### config.mk
export PLATFORM = sky130hd
export DESIGN_NAME = sram_seq_top
export DESIGN_NICKNAME = d
export VERILOG_FILES = /design/src/rtl/sram_seq_pkg.sv /design/src/rtl/sram_in_latch.sv /design/src/rtl/sram_dummy_path.sv /design/src/rtl/sram_seq_fsm.sv /design/src/rtl/sram_array.sv /design/src/rtl/sram_seq_top.sv
export SDC_FILE = /design/constraint.sdc
export NUM_CORES = 1
export LEC_CHECK = 0
export ABC_AREA = 1
export ABC_CLOCK_PERIOD_IN_PS = 5800
export BUFFER_PORTS_ARGS = -buffer_cell sky130_fd_sc_hd__buf_2
export CAP_MARGIN = 20
export CORE_ASPECT_RATIO = 1.5
export CORE_MARGIN = 3
export CORE_UTILIZATION = 60
export DETAILED_ROUTE_END_ITERATION = 16
export PLACE_DENSITY_LB_ADDON = 0.15
export SLEW_MARGIN = 20
export SYNTH_ARGS = -nofsm -noshare
export SYNTH_HDL_FRONTEND = slang
export SYNTH_HIERARCHICAL = 1
export SYNTH_SLANG_ARGS = --single-unit
### constraint.sdc
create_clock -name clk_i -period 5.8 [get_ports clk_i]
set_clock_uncertainty 0.15 [all_clocks]
set_input_delay 0.58 -clock clk_i [delete_from_list [all_inputs] [get_ports clk_i]]
set_output_delay 0.58 -clock clk_i [all_outputs]
set_load 0.005 [all_outputs]
### src/rtl/sram_seq_pkg.sv
`timescale 1ns/1ps
package sram_seq_pkg;
  typedef enum logic [1:0] {
    ST_IDLE   = 2'd0,
    ST_ACCESS = 2'd1,
    ST_SENSE  = 2'd2,
    ST_PRECH  = 2'd3
  } seq_state_e;
endpackage

### src/rtl/sram_in_latch.sv
`timescale 1ns/1ps
module sram_in_latch #(
  parameter int AW = 6,
  parameter int DW = 4
) (
  input  logic          clk_i,
  input  logic          rst_ni,
  input  logic          load_i,
  input  logic [AW-1:0] addr_i,
  input  logic [DW-1:0] data_i,
  input  logic          wr_i,
  input  logic          oe_i,
  output logic [AW-1:0] addr_o,
  output logic [DW-1:0] data_o,
  output logic          wr_o,
  output logic          oe_o
);
  always_ff @(posedge clk_i or negedge rst_ni) begin
    if (!rst_ni) begin
      addr_o <= '0;
      data_o <= '0;
      wr_o   <= 1'b0;
      oe_o   <= 1'b0;
    end else if (load_i) begin
      addr_o <= addr_i;
      data_o <= data_i;
      wr_o   <= wr_i;
      oe_o   <= oe_i;
    end
  end
endmodule

### src/rtl/sram_dummy_path.sv
`timescale 1ns/1ps
// Reference path: a marker bit travels DUMMY_CYC stages, emulating the replica access.
module sram_dummy_path #(
  parameter int DUMMY_CYC = 3
) (
  input  logic clk_i,
  input  logic rst_ni,
  input  logic launch_i,
  output logic done_o
);
  logic [DUMMY_CYC-1:0] dly_q;

  always_ff @(posedge clk_i or negedge rst_ni) begin
    if (!rst_ni) dly_q <= '0;
    else         dly_q <= (dly_q << 1) | DUMMY_CYC'(launch_i);
  end

  assign done_o = dly_q[DUMMY_CYC-1];
endmodule

### src/rtl/sram_seq_fsm.sv
`timescale 1ns/1ps
module sram_seq_fsm
  import sram_seq_pkg::*;
(
  input  logic clk_i,
  input  logic rst_ni,
  input  logic req_i,
  input  logic wr_i,
  input  logic done_i,
  output logic launch_o,
  output logic wl_o,
  output logic dec_en_o,
  output logic sense_o,
  output logic prech_o,
  output logic busy_o,
  output logic commit_o
);
  seq_state_e state_q, state_d;

  always_comb begin
    state_d = state_q;
    unique case (state_q)
      ST_IDLE:   if (req_i)  state_d = ST_ACCESS;
      ST_ACCESS: if (done_i) state_d = wr_i ? ST_PRECH : ST_SENSE;
      ST_SENSE:  state_d = ST_PRECH;
      ST_PRECH:  state_d = ST_IDLE;
      default:   state_d = ST_IDLE;
    endcase
  end

  always_ff @(posedge clk_i or negedge rst_ni) begin
    if (!rst_ni) state_q <= ST_IDLE;
    else         state_q <= state_d;
  end

  assign launch_o = (state_q == ST_IDLE) && req_i;
  assign wl_o     = (state_q == ST_ACCESS);
  assign dec_en_o = (state_q == ST_ACCESS);
  assign sense_o  = (state_q == ST_SENSE);
  assign prech_o  = (state_q == ST_PRECH);
  assign busy_o   = (state_q != ST_IDLE);
  assign commit_o = (state_q == ST_ACCESS) && done_i && wr_i;
endmodule

### src/rtl/sram_array.sv
`timescale 1ns/1ps
module sram_array #(
  parameter int AW = 6,
  parameter int DW = 4
) (
  input  logic          clk_i,
  input  logic          we_i,
  input  logic [AW-1:0] addr_i,
  input  logic [DW-1:0] wdata_i,
  output logic [DW-1:0] rdata_o
);
  localparam int DEPTH = 1 << AW;

  logic [DW-1:0] mem_q [DEPTH];

  always_ff @(posedge clk_i) begin
    if (we_i) mem_q[addr_i] <= wdata_i;
  end

  assign rdata_o = mem_q[addr_i];
endmodule

### src/rtl/sram_seq_top.sv
`timescale 1ns/1ps
module sram_seq_top #(
  parameter int AW        = 6,
  parameter int DW        = 4,
  parameter int DUMMY_CYC = 3
) (
  input  logic          clk_i,
  input  logic          rst_ni,
  input  logic          ce_i,
  input  logic          we_i,
  input  logic          oe_i,
  input  logic [AW-1:0] addr_i,
  input  logic [DW-1:0] wdata_i,
  output logic [DW-1:0] rdata_o,
  output logic          rdata_drv_o,
  output logic          wl_o,
  output logic          dec_en_o,
  output logic          sense_o,
  output logic          prech_o,
  output logic          busy_o
);
  logic          launch, done, commit;
  logic [AW-1:0] lat_addr;
  logic [DW-1:0] lat_data, arr_rdata;
  logic          lat_wr, lat_oe;

  sram_in_latch #(.AW(AW), .DW(DW)) u_latch (
    .clk_i  (clk_i),
    .rst_ni (rst_ni),
    .load_i (launch),
    .addr_i (addr_i),
    .data_i (wdata_i),
    .wr_i   (we_i),
    .oe_i   (oe_i),
    .addr_o (lat_addr),
    .data_o (lat_data),
    .wr_o   (lat_wr),
    .oe_o   (lat_oe)
  );

  sram_dummy_path #(.DUMMY_CYC(DUMMY_CYC)) u_dummy (
    .clk_i    (clk_i),
    .rst_ni   (rst_ni),
    .launch_i (launch),
    .done_o   (done)
  );

  sram_seq_fsm u_fsm (
    .clk_i    (clk_i),
    .rst_ni   (rst_ni),
    .req_i    (ce_i),
    .wr_i     (lat_wr),
    .done_i   (done),
    .launch_o (launch),
    .wl_o     (wl_o),
    .dec_en_o (dec_en_o),
    .sense_o  (sense_o),
    .prech_o  (prech_o),
    .busy_o   (busy_o),
    .commit_o (commit)
  );

  sram_array #(.AW(AW), .DW(DW)) u_array (
    .clk_i   (clk_i),
    .we_i    (commit),
    .addr_i  (lat_addr),
    .wdata_i (lat_data),
    .rdata_o (arr_rdata)
  );

  // Output stage: updated only at the end of a sense strobe, held otherwise.
  always_ff @(posedge clk_i or negedge rst_ni) begin
    if (!rst_ni) begin
      rdata_o     <= '0;
      rdata_drv_o <= 1'b0;
    end else if (sense_o) begin
      rdata_o     <= arr_rdata;
      rdata_drv_o <= lat_oe;
    end
  end
endmodule

==> results.md, run 1 <==
## Die
- **Die Y** 179.6 µm
- **standard-cell row count** 62
- **area of the core region** 19,470 µm²
- **total I/O pin count** 25
- **die footprint** 21,850 µm²
- **overall die width** 121.7 µm
- **effective utilization at floorplan** 61.88%

## Worst setup path
- **most prevalent standard cell on the critical path** nand2_1
- **Worst Setup End Kind** flip-flop
- **Worst Path Max Fanout** 61
- **origin of the critical flop-to-flop path** u_latch/addr_o[0]$_DFFE_PN0P_
- **flop-to-flop setup slack** 2.43 ns
- **slowest cell on the critical path** dfrtp_4
- **series of cell instances along the critical path** clkinv_2, buf_4, nand2_1, nand2_1, nand2_1, nand2_1, nand2_1, nand2_1, nand2_1, nand2_1, nor2_1, nand2_1, nand2_1, nand2_1
- **CP Launch Type** flip-flop
- **worst reg-to-reg path cell count** 14
- **CP peak stage delay** 0.84 ns
- **Required @ worst endpoint** 6.06 ns
- **R2R Path End** rdata_o[1]$_DFFE_PN0P_
- **crit path from** u_latch/addr_o[0]$_DFFE_PN0P_
- **Setup crit end** rdata_o[1]$_DFFE_PN0P_
- **classification of the worst setup path** reg -> reg
- **Worst Path Arrival** 3.63 ns

## Timing
- **unrepaired setup endpoints after global routing** false
- **Slew Limit Fails** 0
- **timing-limited maximum frequency** 0.2968 GHz
- **Slew headroom** 30.87%
- **transition time at the pin with the least slew margin** 1.036 ns
- **Setup-failing EPs final** 0
- **count of final hold-check violations** 0
- **clock period minus final worst setup slack** 3.369 ns
- **share of the clock period used by the worst path after layout** 58.08%
- **worst path setup slack after routing** 2.431 ns
- **setup total negative slack** 0 ns

## Pwr
- **share of power burned in combinational logic** 30.3%
- **Internal Pwr Total** 4.071 mW
- **NetSw** 2.279 mW
- **PwrDens** 481.9 nW/µm²
- **switching power as a share of total power** 35.89%
- **part of the total power dissipated in the clock network** 27.3%
- **final total power** 6.349 mW
- **part of the power in registers** 42.4%
- **static leakage** 5.597 nW
- **worst supply voltage drop on vdd** 650.9 µV

## CTS
- **maximum buffer depth of the clock tree** 3
- **CTS H-tree lvls** 1
- **clock-pin transition on the worst setup and hold timing paths** 0.07 ns
- **cts repair resizes** 0
- **TritonCTS clock tree** yes
- **CTS root buffer** clkbuf_16
- **clock sink count** 278
- **TritonCTS Buffers** 24
- **clock latency of the later-clocked register in the worst-skew pair** 0.51 ns

## Logic synthesis
- **post-synthesis cell type count** 24
- **Synth Area per Inst** 9.835 µm²
- **register bit total from synthesis** 278
- **cell type with the highest aggregate area in the netlist** edfxtp_1
- **Syn Nets** 1,245
- **Mapped Cells** 1,225
- **portion of the post-synthesis area used by sequential elements** 68.38%
- **post-synth top area share** 63.81%
- **total standard cell area after synthesis** 12,050 µm²
- **YS warnings** 6
- **leading cell types by total area after synthesis** edfxtp_1 64%, nand2_1 22%, dfrtp_1 4.6%, nor2_1 2.5%, inv_1 1.1%

## Place
- **routability cong.** 0.8773
- **half-perimeter wire length of the detailed placement result** 15.78 mm
- **input/output buffers** 24
- **post-placement setup slack** 2.432 ns
- **Placed Area** 12,290 µm²

## Route
- **drt initial violations** 636
- **number of vias after detailed routing** 8,088
- **drt via density** 5.363
- **Pre-Repair DR Iteration Count** 5
- **routed length per placed instance** 17.31 µm
- **total wire length after detailed routing** 26.10 mm
- **antenna violation net count after detailed routing** 0
- **DRC errors left** 0

## Hold path
- **start point of the worst hold path** oe_i
- **hold depth** 3
- **Hold Path Class** in -> reg

## Global route
- **overall overflow remaining after global route** 0
- **maximum number of pins on one net before global-route repair** 86
- **global-route total usage across every layer** 24.72%
- **met2 Use GR** 42.72%
- **met1 Usage GRT** 31.42%
- **busiest grt layer** met2
- **number of antenna violations at the first check in global routing** 0
- **grt met3 use** 2.862%
- **first-pass GRT wire length** 41.92 mm
- **via count of the first global-routing pass** 8,095

## Cells and area
- **cell area after layout** 13,180 µm²
- **commonest non-fill, non-tap cell in the layout** nand2_1
- **n_diodes** 0
- **most frequent cells in the layout** 720 x nand2_1, 256 x edfxtp_1, 81 x nor2_1, 35 x inv_1, 27 x clkbuf_16
- **fillers** 1,481
- **area growth from synthesis to final layout** 9.357%
- **fraction of final layout cells with drive strength greater than 1** 7.188%
- **utilization after layout** 67.66%
- **count of nets after finishing** 1,254

## Run
- **Max Cap Viol** 0

## Status
- **outcome** finished clean

cell usage after synthesis, drive strengths merged:
cell,instances
inv,39
nor2,82
o211ai,5
nand2,722
nand4,2
nor4,2
or2,6
buf,45
nor3,8
clkbuf,8
nand3,16
o21ai,7
edfxtp,256
dfrtp,22
ha,5
layer usage:
metal  part of all wire [%]  wire, µm
met5                      0         0
met4                    4.2      1084
met3                    6.4      1681
met2                     51     13240
met1                     39     10100
logic make-up (layout without fill, tap and decap cells):
| logic type | after synthesis | in the layout | synth area share (%) |
|---|---|---|---|
| and+or+nand+nor | 838 | 838 | 26.84 |
| DFF | 278 | 278 | 68.38 |
| buffers and inverters | 92 | 119 | 3.666 |
| AOI/OAI and AO/OA | 12 | 12 | 0.6024 |
| adders and majority gates | 5 | 5 | 0.5193 |
worst min path at each step:
stage | end | slack (ns)
3_5_place_dp | u_dummy/dly_q[2]$_DFF_PN0_ | 0.19
3_3_place_gp | u_dummy/dly_q[1]$_DFF_PN0_ | 0.19
6_report | u_latch/oe_o$_DFFE_PN0P_ | 0.11
2_1_floorplan | rdata_drv_o$_DFFE_PN0P_ | 0.13
5_1_grt | u_latch/wr_o$_DFFE_PN0P_ | 0.12
4_1_cts | u_latch/oe_o$_DFFE_PN0P_ | 0.10
sequential cells by signal, indices dropped and copies added, names as in the netlist:
name	count
rdata_drv_o	1
u_latch/wr_o	1
u_fsm/state_q	2
u_latch/addr_o	6
rdata_o	4
u_latch/data_o	4
u_dummy/dly_q	3
u_array/mem_q	256
u_latch/oe_o	1
worst max-delay path, delay by kind of cell (launching register included):
kind                   cells  cell delay (ns)
and+or+nand+nor           12             0.95
DFF                        1             0.84
buffers and inverters      2             1.27
stage by stage:
| stage | hold slack [ns] | cells |
|---|---|---|
| final | 0.1138 | 1508 |
| after global routing | 0.1197 | 1508 |
| after detailed placement | 0.1888 | 1463 |
| after floorplan | 0.1344 | 1225 |
| after global placement | 0.1877 | 1463 |
| after CTS | 0.1009 | 1508 |
area by class of cell:
type,instances,area [µm²],share of cell area [%]
clock buffer,36,739.5,5.613
inverter,39,147.6,1.121
multi-input combinational,855,3368,25.57
timing repair buffer,36,212.7,1.614
clock inverter,8,138.9,1.054
sequential,278,8248,62.60
tap,256,320.3,2.431
power by group through the flow:
| stage | clock (mW) | combinational, mW | sequential, mW |
|---|---|---|---|
| 4_1_cts | 1.75 | 1.92 | 2.70 |
| 3_5_place_dp | 0 | 1.91 | 2.74 |
| 5_1_grt | 1.83 | 2.18 | 2.72 |
| 3_3_place_gp | 0 | 1.89 | 2.73 |
| 2_1_floorplan | 0 | 1.35 | 2.72 |
| 6_report | 1.74 | 1.92 | 2.69 |
repair_timing:
item / in CTS / in global routing
endpoints found under the hold margin: 22 / 0
buffers inserted: 0 / 0
hold buffers: 1 / 0
(Power assumes the default switching activity.)
==> run 2, diff against run 1 <==
--- a/config.mk
+++ b/config.mk
@@ -6,7 +6,7 @@
 export NUM_CORES = 1
 export LEC_CHECK = 0
 export ABC_AREA = 1
-export ABC_CLOCK_PERIOD_IN_PS = 5800
+export ABC_CLOCK_PERIOD_IN_PS = 3170
 export BUFFER_PORTS_ARGS = -buffer_cell sky130_fd_sc_hd__buf_2
 export CAP_MARGIN = 20
 export CORE_ASPECT_RATIO = 1.5
==> constraint.sdc (replaced) <==
create_clock -name clk_i -period 3.17 [get_ports clk_i]
set_clock_uncertainty 0.15 [all_clocks]
set_input_delay 0.317 -clock clk_i [delete_from_list [all_inputs] [get_ports clk_i]]
set_output_delay 0.317 -clock clk_i [all_outputs]
set_load 0.005 [all_outputs]
==> results.md, run 2 (synthesis results as in run 1) <==
## Status
- **outcome** finished clean

## CTS
- **CTS root buffer** clkbuf_16
- **TritonCTS clock tree** yes
- **cts repair resizes** 0
- **CTS H-tree lvls** 1
- **clock-pin transition on the worst setup and hold timing paths** 0.06 ns
- **TritonCTS Buffers** 24
- **clock latency of the later-clocked register in the worst-skew pair** 0.52 ns
- **maximum buffer depth of the clock tree** 3
- **clock sink count** 278

## Worst setup path
- **Required @ worst endpoint** 3.21 ns
- **flop-to-flop setup slack** 0.61 ns
- **Worst Path Max Fanout** 39
- **classification of the worst setup path** reg -> reg
- **worst reg-to-reg path cell count** 4
- **CP Launch Type** flip-flop
- **Worst Path Arrival** 2.60 ns
- **Worst Setup End Kind** flip-flop

## Global route
- **number of antenna violations at the first check in global routing** 0
- **global-route total usage across every layer** 24.39%
- **via count of the first global-routing pass** 7,993
- **first-pass GRT wire length** 41.42 mm
- **maximum number of pins on one net before global-route repair** 118
- **overall overflow remaining after global route** 0

## Die
- **die footprint** 21,850 µm²
- **standard-cell row count** 62
- **area of the core region** 19,470 µm²
- **overall die width** 121.7 µm
- **effective utilization at floorplan** 61.88%
- **Die Y** 179.6 µm
- **total I/O pin count** 25

## Place
- **Post-Place Cells** 1,485
- **post-placement setup slack** 0.6160 ns
- **input/output buffers** 24
- **half-perimeter wire length of the detailed placement result** 16.35 mm
- **routability cong.** 0.9137

## Timing
- **unrepaired setup endpoints after global routing** false
- **timing-limited maximum frequency** 0.3901 GHz
- **transition time at the pin with the least slew margin** 0.6666 ns
- **Setup-failing EPs final** 0
- **count of final hold-check violations** 0
- **clock period minus final worst setup slack** 2.563 ns
- **share of the clock period used by the worst path after layout** 80.86%
- **Slew headroom** 55.56%
- **setup total negative slack** 0 ns
- **Slew Limit Fails** 0
- **worst path setup slack after routing** 0.6068 ns

## Cells and area
- **register containing the most flip-flops in the final layout** u_array/mem_q
- **area growth from synthesis to final layout** 11.23%
- **fraction of final layout cells with drive strength greater than 1** 8.709%
- **count of nets after finishing** 1,288
- **fillers** 1,424
- **most frequent cells in the layout** 720 x nand2_1, 256 x edfxtp_1, 81 x nor2_1, 35 x inv_1, 32 x buf_4
- **Largest regs** u_array/mem_q (256), u_latch/addr_o (6)
- **n_diodes** 0
- **commonest non-fill, non-tap cell in the layout** nand2_1
- **max FFs per register** 256
- **count of non-filler cells in the finished layout** 1,542

## Route
- **antenna violation net count after detailed routing** 0
- **drt via density** 5.277
- **routed length per placed instance** 17.05 µm
- **drt initial violations** 905
- **Pre-Repair DR Iteration Count** 5
- **number of vias after detailed routing** 8,137
- **total wire length after detailed routing** 26.29 mm
- **DRC errors left** 0

## Pwr
- **worst supply voltage drop on vdd** 750.5 µV
- **PwrDens** 861.9 nW/µm²
- **static leakage** 5.717 nW

## Hold path
- **hold depth** 5
- **Hold Path Class** in -> reg

## Run
- **Max Cap Viol** 0

run 2: cell count changes in the layout (fill, tap and decap cells not counted), sizes merged:
cell         change
dlygate4sd3     +12
bufinv           -1
clkinv           +8
buf             +22
clkbuf           -8
clkinvlp         +1
run 2: layer usage:
layer  track usage, %  wire (µm)
met1            31.38      10370
met2            42.88      13440
met3            2.421       1543
met4            8.793        930
met5                0          0
run 2: area by class of cell:
cell class                      count  area [µm²]  share of cell area [%]
Clock buffer                       28       646.9                   4.827
Clock inverter                     16       158.9                   1.186
Inverter                           39       147.6                   1.102
Multi-Input combinational cell    855        3368                   25.14
Sequential cell                   278        8248                   61.55
Tap cell                          256       320.3                   2.390
Timing Repair Buffer               70       510.5                   3.810
run 2: stage by stage:
stage | hold slack (ns) | total power, mW | cell area (µm²) | util (%)
2_1_floorplan | -0.1286 | 7.447 | 12050 | -
3_5_place_dp | 0.1509 | 8.621 | 12460 | 64.01
4_1_cts | 0.02346 | 11.57 | 13400 | 68.82
6_report | 0.03149 | 11.55 | 13400 | 68.82
5_1_grt | 0.07887 | 12.23 | 13400 | 68.82
3_3_place_gp | 0.1551 | 8.572 | 12460 | 64.01
run 2: power by group:
part	total (mW)	switching (mW)	internal [mW]
clock	2.96	1.25	1.71
sequential	4.91	0.322	4.59
combinational	3.67	2.68	0.993
run 2: timing repair:
item,4_1_cts,5_1_grt
hold endpoints to repair,34,0
hold buffers,13,0
buffers inserted,0,0
run 2: path summary, 6_finish.rpt:
check	start	to
setup / recovery	u_latch/addr_o[0]$_DFFE_PN0P_	u_array/mem_q[42][0]$_DFFE_PP_
max in group asynchronous	rst_ni	u_latch/addr_o[0]$_DFFE_PN0P_
setup reg to reg	u_latch/addr_o[0]$_DFFE_PN0P_	u_array/mem_q[42][0]$_DFFE_PP_
hold / removal	ce_i	u_fsm/state_q[1]$_DFFE_PN0P_
min in group asynchronous	rst_ni	u_dummy/dly_q[1]$_DFF_PN0_
hold reg to reg	u_dummy/dly_q[0]$_DFF_PN0_	u_dummy/dly_q[1]$_DFF_PN0_
run 2: worst max-delay path: stages, from the launching register on:
cell and delay, ns:
dfrtp_4 0.62, clkinv_2 0.11, buf_4 0.37, nand3_1 0.52
nor2_1 0.45
==> run 3, diff against run 2 <==
--- a/config.mk
+++ b/config.mk
@@ -6,12 +6,12 @@
 export NUM_CORES = 1
 export LEC_CHECK = 0
 export ABC_AREA = 1
-export ABC_CLOCK_PERIOD_IN_PS = 3170
+export ABC_CLOCK_PERIOD_IN_PS = 2200
 export BUFFER_PORTS_ARGS = -buffer_cell sky130_fd_sc_hd__buf_2
 export CAP_MARGIN = 20
 export CORE_ASPECT_RATIO = 1.5
 export CORE_MARGIN = 3
-export CORE_UTILIZATION = 60
+export CORE_UTILIZATION = 56
 export DETAILED_ROUTE_END_ITERATION = 16
 export PLACE_DENSITY_LB_ADDON = 0.15
 export SLEW_MARGIN = 20
==> constraint.sdc (replaced) <==
create_clock -name clk_i -period 2.2 [get_ports clk_i]
set_clock_uncertainty 0.15 [all_clocks]
set_input_delay 0.22 -clock clk_i [delete_from_list [all_inputs] [get_ports clk_i]]
set_output_delay 0.22 -clock clk_i [all_outputs]
set_load 0.005 [all_outputs]
==> results.md, run 3 (synthesis results as in run 1) <==
## CTS
- **CTS root buffer** clkbuf_16
- **TritonCTS clock tree** yes
- **CTS H-tree lvls** 1
- **clock sink count** 278
- **TritonCTS Buffers** 24
- **clock latency of the later-clocked register in the worst-skew pair** 0.52 ns
- **maximum buffer depth of the clock tree** 3
- **clock-pin transition on the worst setup and hold timing paths** 0.06 ns

## Worst setup path
- **CP Launch Type** flip-flop
- **Worst Setup End Kind** flip-flop
- **series of cell instances along the critical path** inv_1, ha_1, nand2_1, nor2_1, buf_4, nand3_1, buf_4, nor2_1
- **CP peak stage delay** 0.38 ns
- **classification of the worst setup path** reg -> reg
- **Required @ worst endpoint** 2.23 ns
- **Worst Path Max Fanout** 9
- **slowest cell on the critical path** dfrtp_1
- **category of cells accounting for the largest share of critical-path delay** simple AND/OR/NAND/NOR gates
- **Worst Path Arrival** 2.15 ns
- **Crit path buffers/inverters** 3

## Global route
- **overall overflow remaining after global route** 0
- **via count of the first global-routing pass** 8,088
- **met2 Use GR** 45.20%
- **first-pass GRT wire length** 43.69 mm
- **met1 Usage GRT** 30.61%
- **global-route total usage across every layer** 24.32%
- **grt met3 use** 2.613%
- **busiest grt layer** met2
- **maximum number of pins on one net before global-route repair** 60
- **number of antenna violations at the first check in global routing** 0

## Cells and area
- **Largest regs** u_array/mem_q (256), u_latch/addr_o (6)
- **fillers** 1,665
- **n_diodes** 0
- **commonest non-fill, non-tap cell in the layout** nand2_1
- **most frequent cells in the layout** 720 x nand2_1, 256 x edfxtp_1, 49 x buf_4, 39 x nor2_2, 36 x nor2_1
- **register containing the most flip-flops in the final layout** u_array/mem_q
- **max FFs per register** 256
- **cell area after layout** 13,860 µm²
- **count of nets after finishing** 1,316
- **utilization after layout** 65.81%
- **area growth from synthesis to final layout** 15.06%
- **fraction of final layout cells with drive strength greater than 1** 13.62%

## Timing
- **transition time at the pin with the least slew margin** 0.5832 ns
- **clock period minus final worst setup slack** 2.127 ns
- **Setup-failing EPs final** 0
- **Slew headroom** 61.12%
- **unrepaired setup endpoints after global routing** true
- **count of final hold-check violations** 0
- **Min Hold Slack** 0.08629 ns
- **setup total negative slack** 0 ns
- **Slew Limit Fails** 0
- **share of the clock period used by the worst path after layout** 96.66%
- **timing-limited maximum frequency** 0.4702 GHz

## Place
- **Placed Area** 12,750 µm²
- **half-perimeter wire length of the detailed placement result** 18.08 mm
- **routability cong.** 0.8643
- **input/output buffers** 24

## Route
- **total wire length after detailed routing** 28.23 mm
- **number of vias after detailed routing** 8,285
- **Pre-Repair DR Iteration Count** 5
- **drt initial violations** 723
- **antenna violation net count after detailed routing** 0
- **drt via density** 5.237
- **routed length per placed instance** 17.84 µm
- **DRC errors left** 0

## Pwr
- **worst supply voltage drop on vdd** 1199 µV
- **PwrDens** 1244 nW/µm²
- **final total power** 17.24 mW
- **static leakage** 5.872 nW

## Die
- **effective utilization at floorplan** 57.20%
- **Die Y** 185.6 µm
- **overall die width** 125.8 µm
- **area of the core region** 21,060 µm²
- **die footprint** 23,350 µm²
- **total I/O pin count** 25
- **standard-cell row count** 65

## Hold path
- **Hold Path Class** in -> async

## Run
- **Max Cap Viol** 0

## Status
- **outcome** finished clean

[run 3: timing repair]
item | CTS | global route
endpoints found under the hold margin | 37 | 0
pin swaps | 0 | 0
resized for setup | 2 | 52
endpoints found under the setup margin | 8 | 236
buffers inserted | 0 | 2
hold buffers | 15 | 0
[run 3: final cells by class]
| cell class | instances | area, µm² | share of cell area, % |
|---|---|---|---|
| clock inverter | 7 | 110.1 | 0.7943 |
| timing repair buffer | 98 | 814.5 | 5.876 |
| inverter | 39 | 147.6 | 1.065 |
| clock buffer | 37 | 690.7 | 4.982 |
| sequential | 278 | 8248 | 59.50 |
| tap | 268 | 335.3 | 2.419 |
| multi-input combinational | 855 | 3516 | 25.36 |
[run 3: final timing paths]
kind / startpoint / endpoint / slack, ns / depth (start not counted)
min reg2reg: u_dummy/dly_q[0]$_DFF_PN0_ / u_dummy/dly_q[1]$_DFF_PN0_ / 0.20 / 0
max: u_fsm/state_q[1]$_DFFE_PN0P_ / u_array/mem_q[1][3]$_DFFE_PP_ / 0.07 / 8
max reg2reg: u_fsm/state_q[1]$_DFFE_PN0P_ / u_array/mem_q[1][3]$_DFFE_PP_ / 0.07 / 8
min: rst_ni / u_fsm/state_q[1]$_DFFE_PN0P_ / 0.09 / 2
min in group clk_i: u_dummy/dly_q[0]$_DFF_PN0_ / u_dummy/dly_q[1]$_DFF_PN0_ / 0.20 / 0
max in group asynchronous: rst_ni / u_latch/addr_o[0]$_DFFE_PN0P_ / 1.37 / 2
[run 3: worst reg2reg max path, delay by kind of cell, from the launching register on]
kind | cells | cell delay, ns
fa+ha+maj | 1 | 0.17
flops | 1 | 0.38
simple gates | 4 | 0.62
buf+inv | 3 | 0.47
[run 3: per-stage QoR]
step	std cells	worst slack, ns
after floorplan	1225	-0.09188
after global placement	1521	-0.0002964
after detailed placement	1521	-0.03760
after CTS	1580	0.004783
after global routing	1582	-0.1112
final	1582	0.07340
[run 3: where the power goes]
group | internal [mW] | switching (mW)
combinational | 1.80 | 4.20
clock | 2.51 | 1.76
sequential | 6.62 | 0.354
total | 10.9 | 6.32
[run 3: metal layers]
metal	vias to the layer above	wire, µm
met4	0	648
li1	4063	-
met2	251	14880
met3	44	1686
met1	3927	11010
met5	-	0
